$ cat src/rtl/pe_status_pkg.sv
package pe_status_pkg;
  localparam int STAT_W = 8;
  localparam int POLL_B = 7;
  localparam int TOG_B  = 6;
  localparam int FAIL_B = 5;
  localparam int TMR_B  = 3;
  localparam int ATOG_B = 2;

  typedef enum logic [2:0] {
    M_ARRAY = 3'd0,
    M_PROG  = 3'd1,
    M_PERR  = 3'd2,
    M_ERASE = 3'd3,
    M_EERR  = 3'd4,
    M_SUSP  = 3'd5
  } rd_mode_e;
endpackage

$ cat src/rtl/pe_rst_sync.sv
module pe_rst_sync #(
  parameter int STAGES = 2
) (
  input  logic clk,
  input  logic rst_n,
  output logic rst_n_s
);
  localparam int LAST = STAGES - 1;

  logic [LAST:0] sync_q;
  logic [LAST:0] sync_d;

  always_comb begin
    sync_d = {sync_q[LAST-1:0], 1'b1};
  end

  always_ff @(posedge clk or negedge rst_n) begin
    if (!rst_n) sync_q <= '0;
    else        sync_q <= sync_d;
  end

  assign rst_n_s = sync_q[LAST];
endmodule

$ cat src/rtl/pe_fail_latch.sv
module pe_fail_latch (
  input  logic clk,
  input  logic rst_n,
  input  logic fail_i,
  input  logic clr_i,
  input  logic prog_i,
  output logic err_o,
  output logic kind_erase_o
);
  logic err_q, err_d;
  logic kind_q, kind_d;

  always_comb begin
    err_d  = err_q;
    kind_d = kind_q;
    if (clr_i) begin
      err_d = 1'b0;
    end else if (fail_i) begin
      err_d  = 1'b1;
      kind_d = !prog_i;
    end
  end

  always_ff @(posedge clk or negedge rst_n) begin
    if (!rst_n) begin
      err_q  <= 1'b0;
      kind_q <= 1'b0;
    end else begin
      err_q  <= err_d;
      kind_q <= kind_d;
    end
  end

  assign err_o        = err_q;
  assign kind_erase_o = kind_q;


  fail_sticky_chk: assert property (@(posedge clk) disable iff (!rst_n)
    (err_q && !clr_i) |=> err_q);

  fail_clear_wins_chk: assert property (@(posedge clk) disable iff (!rst_n)
    clr_i |=> !err_q);

  fail_set_chk: assert property (@(posedge clk) disable iff (!rst_n)
    (fail_i && !clr_i) |=> err_q);
endmodule

$ cat src/rtl/pe_mode_decode.sv
module pe_mode_decode
  import pe_status_pkg::*;
(
  input  logic     err_i,
  input  logic     kind_erase_i,
  input  logic     prog_i,
  input  logic     erase_i,
  input  logic     susp_i,
  input  logic     in_erase_i,
  output rd_mode_e mode_o,
  output logic     sel_o
);
  always_comb begin
    if (err_i) begin
      mode_o = kind_erase_i ? M_EERR : M_PERR;
    end else if (prog_i) begin
      mode_o = M_PROG;
    end else if (erase_i && susp_i) begin
      mode_o = in_erase_i ? M_SUSP : M_ARRAY;
    end else if (erase_i) begin
      mode_o = M_ERASE;
    end else begin
      mode_o = M_ARRAY;
    end
    sel_o = (mode_o != M_ARRAY);
  end
endmodule

$ cat src/rtl/pe_toggle_pair.sv
module pe_toggle_pair
  import pe_status_pkg::*;
(
  input  logic     clk,
  input  logic     rst_n,
  input  logic     start_i,
  input  logic     rd_i,
  input  rd_mode_e mode_i,
  input  logic     in_erase_i,
  input  logic     in_fail_i,
  output logic     tog_o,
  output logic     alt_o
);
  logic tog_q, tog_d;
  logic alt_q, alt_d;
  logic adv_tog, adv_alt;

  always_comb begin
    adv_tog = rd_i && ((mode_i == M_PROG)  || (mode_i == M_PERR) ||
                       (mode_i == M_ERASE) || (mode_i == M_EERR));
    adv_alt = rd_i && (((mode_i == M_ERASE) && in_erase_i) ||
                        (mode_i == M_SUSP) ||
                       ((mode_i == M_EERR)  && in_fail_i));
    tog_d = tog_q;
    alt_d = alt_q;
    if (start_i) begin
      tog_d = 1'b0;
      alt_d = 1'b0;
    end else begin
      if (adv_tog) tog_d = !tog_q;
      if (adv_alt) alt_d = !alt_q;
    end
  end

  always_ff @(posedge clk or negedge rst_n) begin
    if (!rst_n) begin
      tog_q <= 1'b0;
      alt_q <= 1'b0;
    end else begin
      tog_q <= tog_d;
      alt_q <= alt_d;
    end
  end

  assign tog_o = tog_q;
  assign alt_o = alt_q;


  start_clear_chk: assert property (@(posedge clk) disable iff (!rst_n)
    start_i |=> (!tog_q && !alt_q));

  tog_hold_chk: assert property (@(posedge clk) disable iff (!rst_n)
    (!start_i && !adv_tog) |=> $stable(tog_q));

  alt_hold_chk: assert property (@(posedge clk) disable iff (!rst_n)
    (!start_i && !adv_alt) |=> $stable(alt_q));

  susp_freeze_chk: assert property (@(posedge clk) disable iff (!rst_n)
    (!start_i && mode_i == M_SUSP) |=> $stable(tog_q));
endmodule

$ cat src/rtl/pe_byte_former.sv
module pe_byte_former
  import pe_status_pkg::*;
#(
  parameter int DW = 16
) (
  input  rd_mode_e       mode_i,
  input  logic           bit7_i,
  input  logic           running_i,
  input  logic           tog_i,
  input  logic           alt_i,
  input  logic [DW-1:0]  array_i,
  output logic [DW-1:0]  data_o
);
  logic [STAT_W-1:0] stat;

  always_comb begin
    stat = '0;
    case (mode_i)
      M_PROG: begin
        stat[POLL_B] = !bit7_i;
        stat[TOG_B]  = tog_i;
      end
      M_PERR: begin
        stat[POLL_B] = !bit7_i;
        stat[TOG_B]  = tog_i;
        stat[FAIL_B] = 1'b1;
      end
      M_ERASE: begin
        stat[TOG_B]  = tog_i;
        stat[TMR_B]  = running_i;
        stat[ATOG_B] = alt_i;
      end
      M_EERR: begin
        stat[TOG_B]  = tog_i;
        stat[FAIL_B] = 1'b1;
        stat[TMR_B]  = 1'b1;
        stat[ATOG_B] = alt_i;
      end
      M_SUSP: begin
        stat[POLL_B] = 1'b1;
        stat[TOG_B]  = tog_i;
        stat[ATOG_B] = alt_i;
      end
      default: stat = '0;
    endcase

    data_o = '0;
    if (mode_i == M_ARRAY) data_o = array_i;
    else                   data_o[STAT_W-1:0] = stat;
  end
endmodule

$ cat src/rtl/pe_status_gen.sv
module pe_status_gen
  import pe_status_pkg::*;
#(
  parameter int DW          = 16,
  parameter int SYNC_STAGES = 2
) (
  input  logic          clk,
  input  logic          rst_n,
  input  logic          op_start,
  input  logic          prog_busy,
  input  logic          erase_busy,
  input  logic          erase_susp,
  input  logic          erase_running,
  input  logic          prog_bit7,
  input  logic          fail_evt,
  input  logic          reset_cmd,
  input  logic          rd_stb,
  input  logic          addr_in_erase,
  input  logic          addr_in_fail,
  input  logic [DW-1:0] array_data,
  output logic [DW-1:0] rd_data,
  output logic          status_sel
);
  logic     rst_n_s;
  logic     err;
  logic     kind_erase;
  logic     tog;
  logic     alt;
  rd_mode_e mode;

  pe_rst_sync #(.STAGES(SYNC_STAGES)) u_rst (
    .clk     (clk),
    .rst_n   (rst_n),
    .rst_n_s (rst_n_s)
  );

  pe_fail_latch u_fail (
    .clk          (clk),
    .rst_n        (rst_n_s),
    .fail_i       (fail_evt),
    .clr_i        (reset_cmd),
    .prog_i       (prog_busy),
    .err_o        (err),
    .kind_erase_o (kind_erase)
  );

  pe_mode_decode u_mode (
    .err_i        (err),
    .kind_erase_i (kind_erase),
    .prog_i       (prog_busy),
    .erase_i      (erase_busy),
    .susp_i       (erase_susp),
    .in_erase_i   (addr_in_erase),
    .mode_o       (mode),
    .sel_o        (status_sel)
  );

  pe_toggle_pair u_tog (
    .clk        (clk),
    .rst_n      (rst_n_s),
    .start_i    (op_start),
    .rd_i       (rd_stb),
    .mode_i     (mode),
    .in_erase_i (addr_in_erase),
    .in_fail_i  (addr_in_fail),
    .tog_o      (tog),
    .alt_o      (alt)
  );

  pe_byte_former #(.DW(DW)) u_form (
    .mode_i    (mode),
    .bit7_i    (prog_bit7),
    .running_i (erase_running),
    .tog_i     (tog),
    .alt_i     (alt),
    .array_i   (array_data),
    .data_o    (rd_data)
  );


  prog_poll_chk: assert property (@(posedge clk) disable iff (!rst_n_s)
    (prog_busy && !err) |-> (status_sel && rd_data[POLL_B] == !prog_bit7));

  erase_poll_chk: assert property (@(posedge clk) disable iff (!rst_n_s)
    (erase_busy && !erase_susp && !prog_busy && !err) |-> (status_sel && !rd_data[POLL_B]));

  susp_pass_chk: assert property (@(posedge clk) disable iff (!rst_n_s)
    (erase_busy && erase_susp && !prog_busy && !addr_in_erase && !err) |-> !status_sel);

  spare_zero_chk: assert property (@(posedge clk) disable iff (!rst_n_s)
    status_sel |-> (rd_data[4] == 1'b0 && rd_data[1:0] == 2'b00));
endmodule

$ cat config.mk
export PLATFORM = sky130hd
export DESIGN_NAME = pe_status_gen
export DESIGN_NICKNAME = d
export VERILOG_FILES = /design/src/rtl/pe_status_pkg.sv /design/src/rtl/pe_rst_sync.sv /design/src/rtl/pe_fail_latch.sv /design/src/rtl/pe_mode_decode.sv /design/src/rtl/pe_toggle_pair.sv /design/src/rtl/pe_byte_former.sv /design/src/rtl/pe_status_gen.sv
export SDC_FILE = /design/constraint.sdc
export NUM_CORES = 1
export LEC_CHECK = 0
export ABC_AREA = 1
export BUFFER_PORTS_ARGS = -buffer_cell sky130_fd_sc_hd__buf_2
export CORE_MARGIN = 2
export CORE_UTILIZATION = 44
export CTS_CLUSTER_DIAMETER = 200
export DETAILED_ROUTE_END_ITERATION = 7
export PLACE_DENSITY = 0.88
export SETUP_SLACK_MARGIN = 0.15
export SLEW_MARGIN = 40
export SYNTH_ARGS = -nofsm -noshare
export SYNTH_HDL_FRONTEND = slang
export SYNTH_HIERARCHICAL = 1
export SYNTH_SLANG_ARGS = --single-unit
$ cat constraint.sdc
create_clock -name clk -period 3.7 [get_ports clk]
set_input_delay 0.37 -clock clk [delete_from_list [all_inputs] [get_ports clk]]
set_output_delay 0.37 -clock clk [all_outputs]
set_load 0.01 [all_outputs]
==> metrics <==
wire per inst=9.11 um; port bufs=45; Synth Cell Area=681 um2; Final ANT Viol Nets=0; setup TNS=0 ns; multiplexer area fraction after synthesis=0; Die Y-Extent=43.3 um; CP Cell Sequence=inv_2 -> nand2_2 -> nor2_1 -> nor2_2 -> inv_1 -> inv_1 -> nand2_4 -> nor2_1 -> nor2_1 -> buf_2; root buf cell=clkbuf_4; Finished Cell Area=947 um2; Min Hold Slack=0.0561 ns; share of cells above drive strength 1=0.437; Synth Area in Adders=0; vias in the first global route=748; Max-Cap Viols=0; Final #Nets=198; Worst Path Arrival=1.86 ns; critical path launch point type=register; Simple-Gate Fraction of Synth Area=0.559; ANT cells=0; Congestion Overflow GR=0; DRT Pass-1 Iters=4; largest family of logic cells by synthesized area=simple AND/OR/NAND/NOR gates; CTS buffer count=3; dpl ws=1.66 ns; worst stage delay on the critical path=0.40 ns; CTS Buffer Depth=2; Critical Path Fanout Max=13; status=finished clean; clock slew at reported path FFs=0.05 ns; Final WS setup=1.47 ns; Core Box Area=1470 um2; count leader, synth=nand2_1; WS Path Type=register to output pin; VDD IR-drop max=0.000206 V; Yosys Warn Count=6; first-pass GRT wire length=2770 um; period utilisation layout=0.602; synthesized flop and latch total=6; Critical Path RT=3.33 ns; Post-synth EDFFs=0; final clock skew=0.00466 ns; Avg Cell Area, Syn=5.72 um2; CTS tree=done; CP dominant cell by count=nor2_1; initial antenna violation count=0; HP Class=register to async pin; Num Clock Sinks=6; Pwr per Cell Area=288 nW/um2; Fmax=449 MHz; vias post-DR=843; synth unique cells=19; Crit. End Element=output pin; Core Util, Final=0.644; xor/xnor share of the synthesized area=0; post-CTS setup buffers=0; largest net degree at the start of global routing=14; Top Ports=46; Synth async-reset ratio=1.00; Tmin final=2.23 ns; Synth Flop Type=dfrtp_1; die width=43.3 um; htree depth=1; Synth top area share=0.221; area of the multi-input gates=394 um2; CTS resizes=0; Via density=4.61; fin. max-slew vios=0; post-synthesis compound-gate area fraction=0.0147; GRT Total Usage=0.192; storage element area=150 um2; P&R area growth vs syn=39.2%; highest-delay cell along the critical path=dfrtp_1; top cells by area, synth=dfrtp_1, nand2_1, inv_1, nor2_2, nor2_1; Synth Instances=119; Seq/Total Area, Yosys=0.221; final hold viol count=0; Pleak=0.000650 uW; worst skew pair latency=0.24 ns; Post-Syn Nets=148; Final setup viols=0; initial core utilization=0.463; routability cong.=0.865; FP Rows=14; most frequent cells after synthesis=nand2_1, inv_1, nor2_1; RSZ-0062 raised after global routing=no; # DRC=0; wirelength, routed=1670 um; die area=1880 um2; area of placed instances=915 um2; Yosys top cell by area=dfrtp_1; Post-DP HPWL=1420 um; initial DRC count=10; fillers=144
-- final cells by class --
| type | instances | area share |
|---|---|---|
| clock buffers | 3 | 0.0238 |
| repair buffers | 46 | 0.248 |
| multi-input cells | 79 | 0.416 |
| flip-flops and latches | 6 | 0.159 |
| inverters | 33 | 0.132 |
| well taps | 16 | 0.0211 |
-- per-layer routing --
| metal | wire length, um | share of wire | GRT usage |
|---|---|---|---|
| met4 | 7 | 0.0042 | 0.0667 |
| met1 | 607 | 0.36 | 0.201 |
| met5 | 0 | 0 | 0 |
| met3 | 148 | 0.089 | 0.0667 |
| met2 | 905 | 0.54 | 0.355 |
-- power by group --
part           internal (uW)  total [uW]  switching (uW)
combinational           53.9         138            83.8
sequential              71.9        77.0            5.09
clock                   36.6        58.5            21.9
-- critical path, delay by kind of cell (launching register included) --
family | cells | cell delay, ns
buf+inv | 4 | 0.58
flops | 1 | 0.40
simple gates | 6 | 0.65
-- metrics by stage --
step | instances | total power (uW)
2_1_floorplan | 119 | 169
3_3_place_gp | 179 | 209
3_5_place_dp | 179 | 216
4_1_cts | 183 | 277
5_1_grt | 183 | 298
6_report | 183 | 273
-- timing repair --
action                     CTS  global route
hold buffers                 1             0
setup endpoints to repair    0             0
hold endpoints to repair     2             0
-- registers in the layout, indices dropped and copies added, names as in the netlist --
name / count
u_tog/tog_o: 1
u_fail/err_o: 1
u_rst/sync_q: 2
u_fail/kind_erase_o: 1
u_tog/alt_o: 1
-- worst paths after layout --
path,startpoint,end,slack (ns),cells after the start
hold / removal,u_rst/sync_q[1],u_tog/alt_o,0.06,0
setup reg to reg,u_fail/err_o,u_tog/tog_o,2.23,10
max in group asynchronous,rst_n,u_rst/sync_q[0],3.16,2
min in group clk,u_rst/sync_q[0],u_rst/sync_q[1],0.34,0
hold reg to reg,u_rst/sync_q[1],u_tog/alt_o,0.06,0
setup / recovery,u_fail/err_o,rd_data[7],1.47,10
-- kinds of logic after synthesis --
logic type,Yosys count
flip-flops,6
AO/OA/AOI/OAI,2
other,1
buffers and inverters,34
AND/OR/NAND/NOR,76
-- placed cells by master (no fill, tap or decap) --
cell / n
clkinv_2: 1
inv_2: 5
nor2_1: 14
nand3_1: 9
nor2_2: 11
nand2_1: 30
dfrtp_1: 6
inv_1: 27
nand2_2: 2
clkbuf_4: 3
o21ai_0: 1
nor3_1: 1
nor2_4: 2
o21ai_1: 1
nand4_1: 2
nand2_4: 1
dlygate4sd3_1: 1
buf_2: 45
conb_1: 1
nand3_2: 3
nand3b_1: 1
No activity file was read; power rests on OpenSTA's default activity.
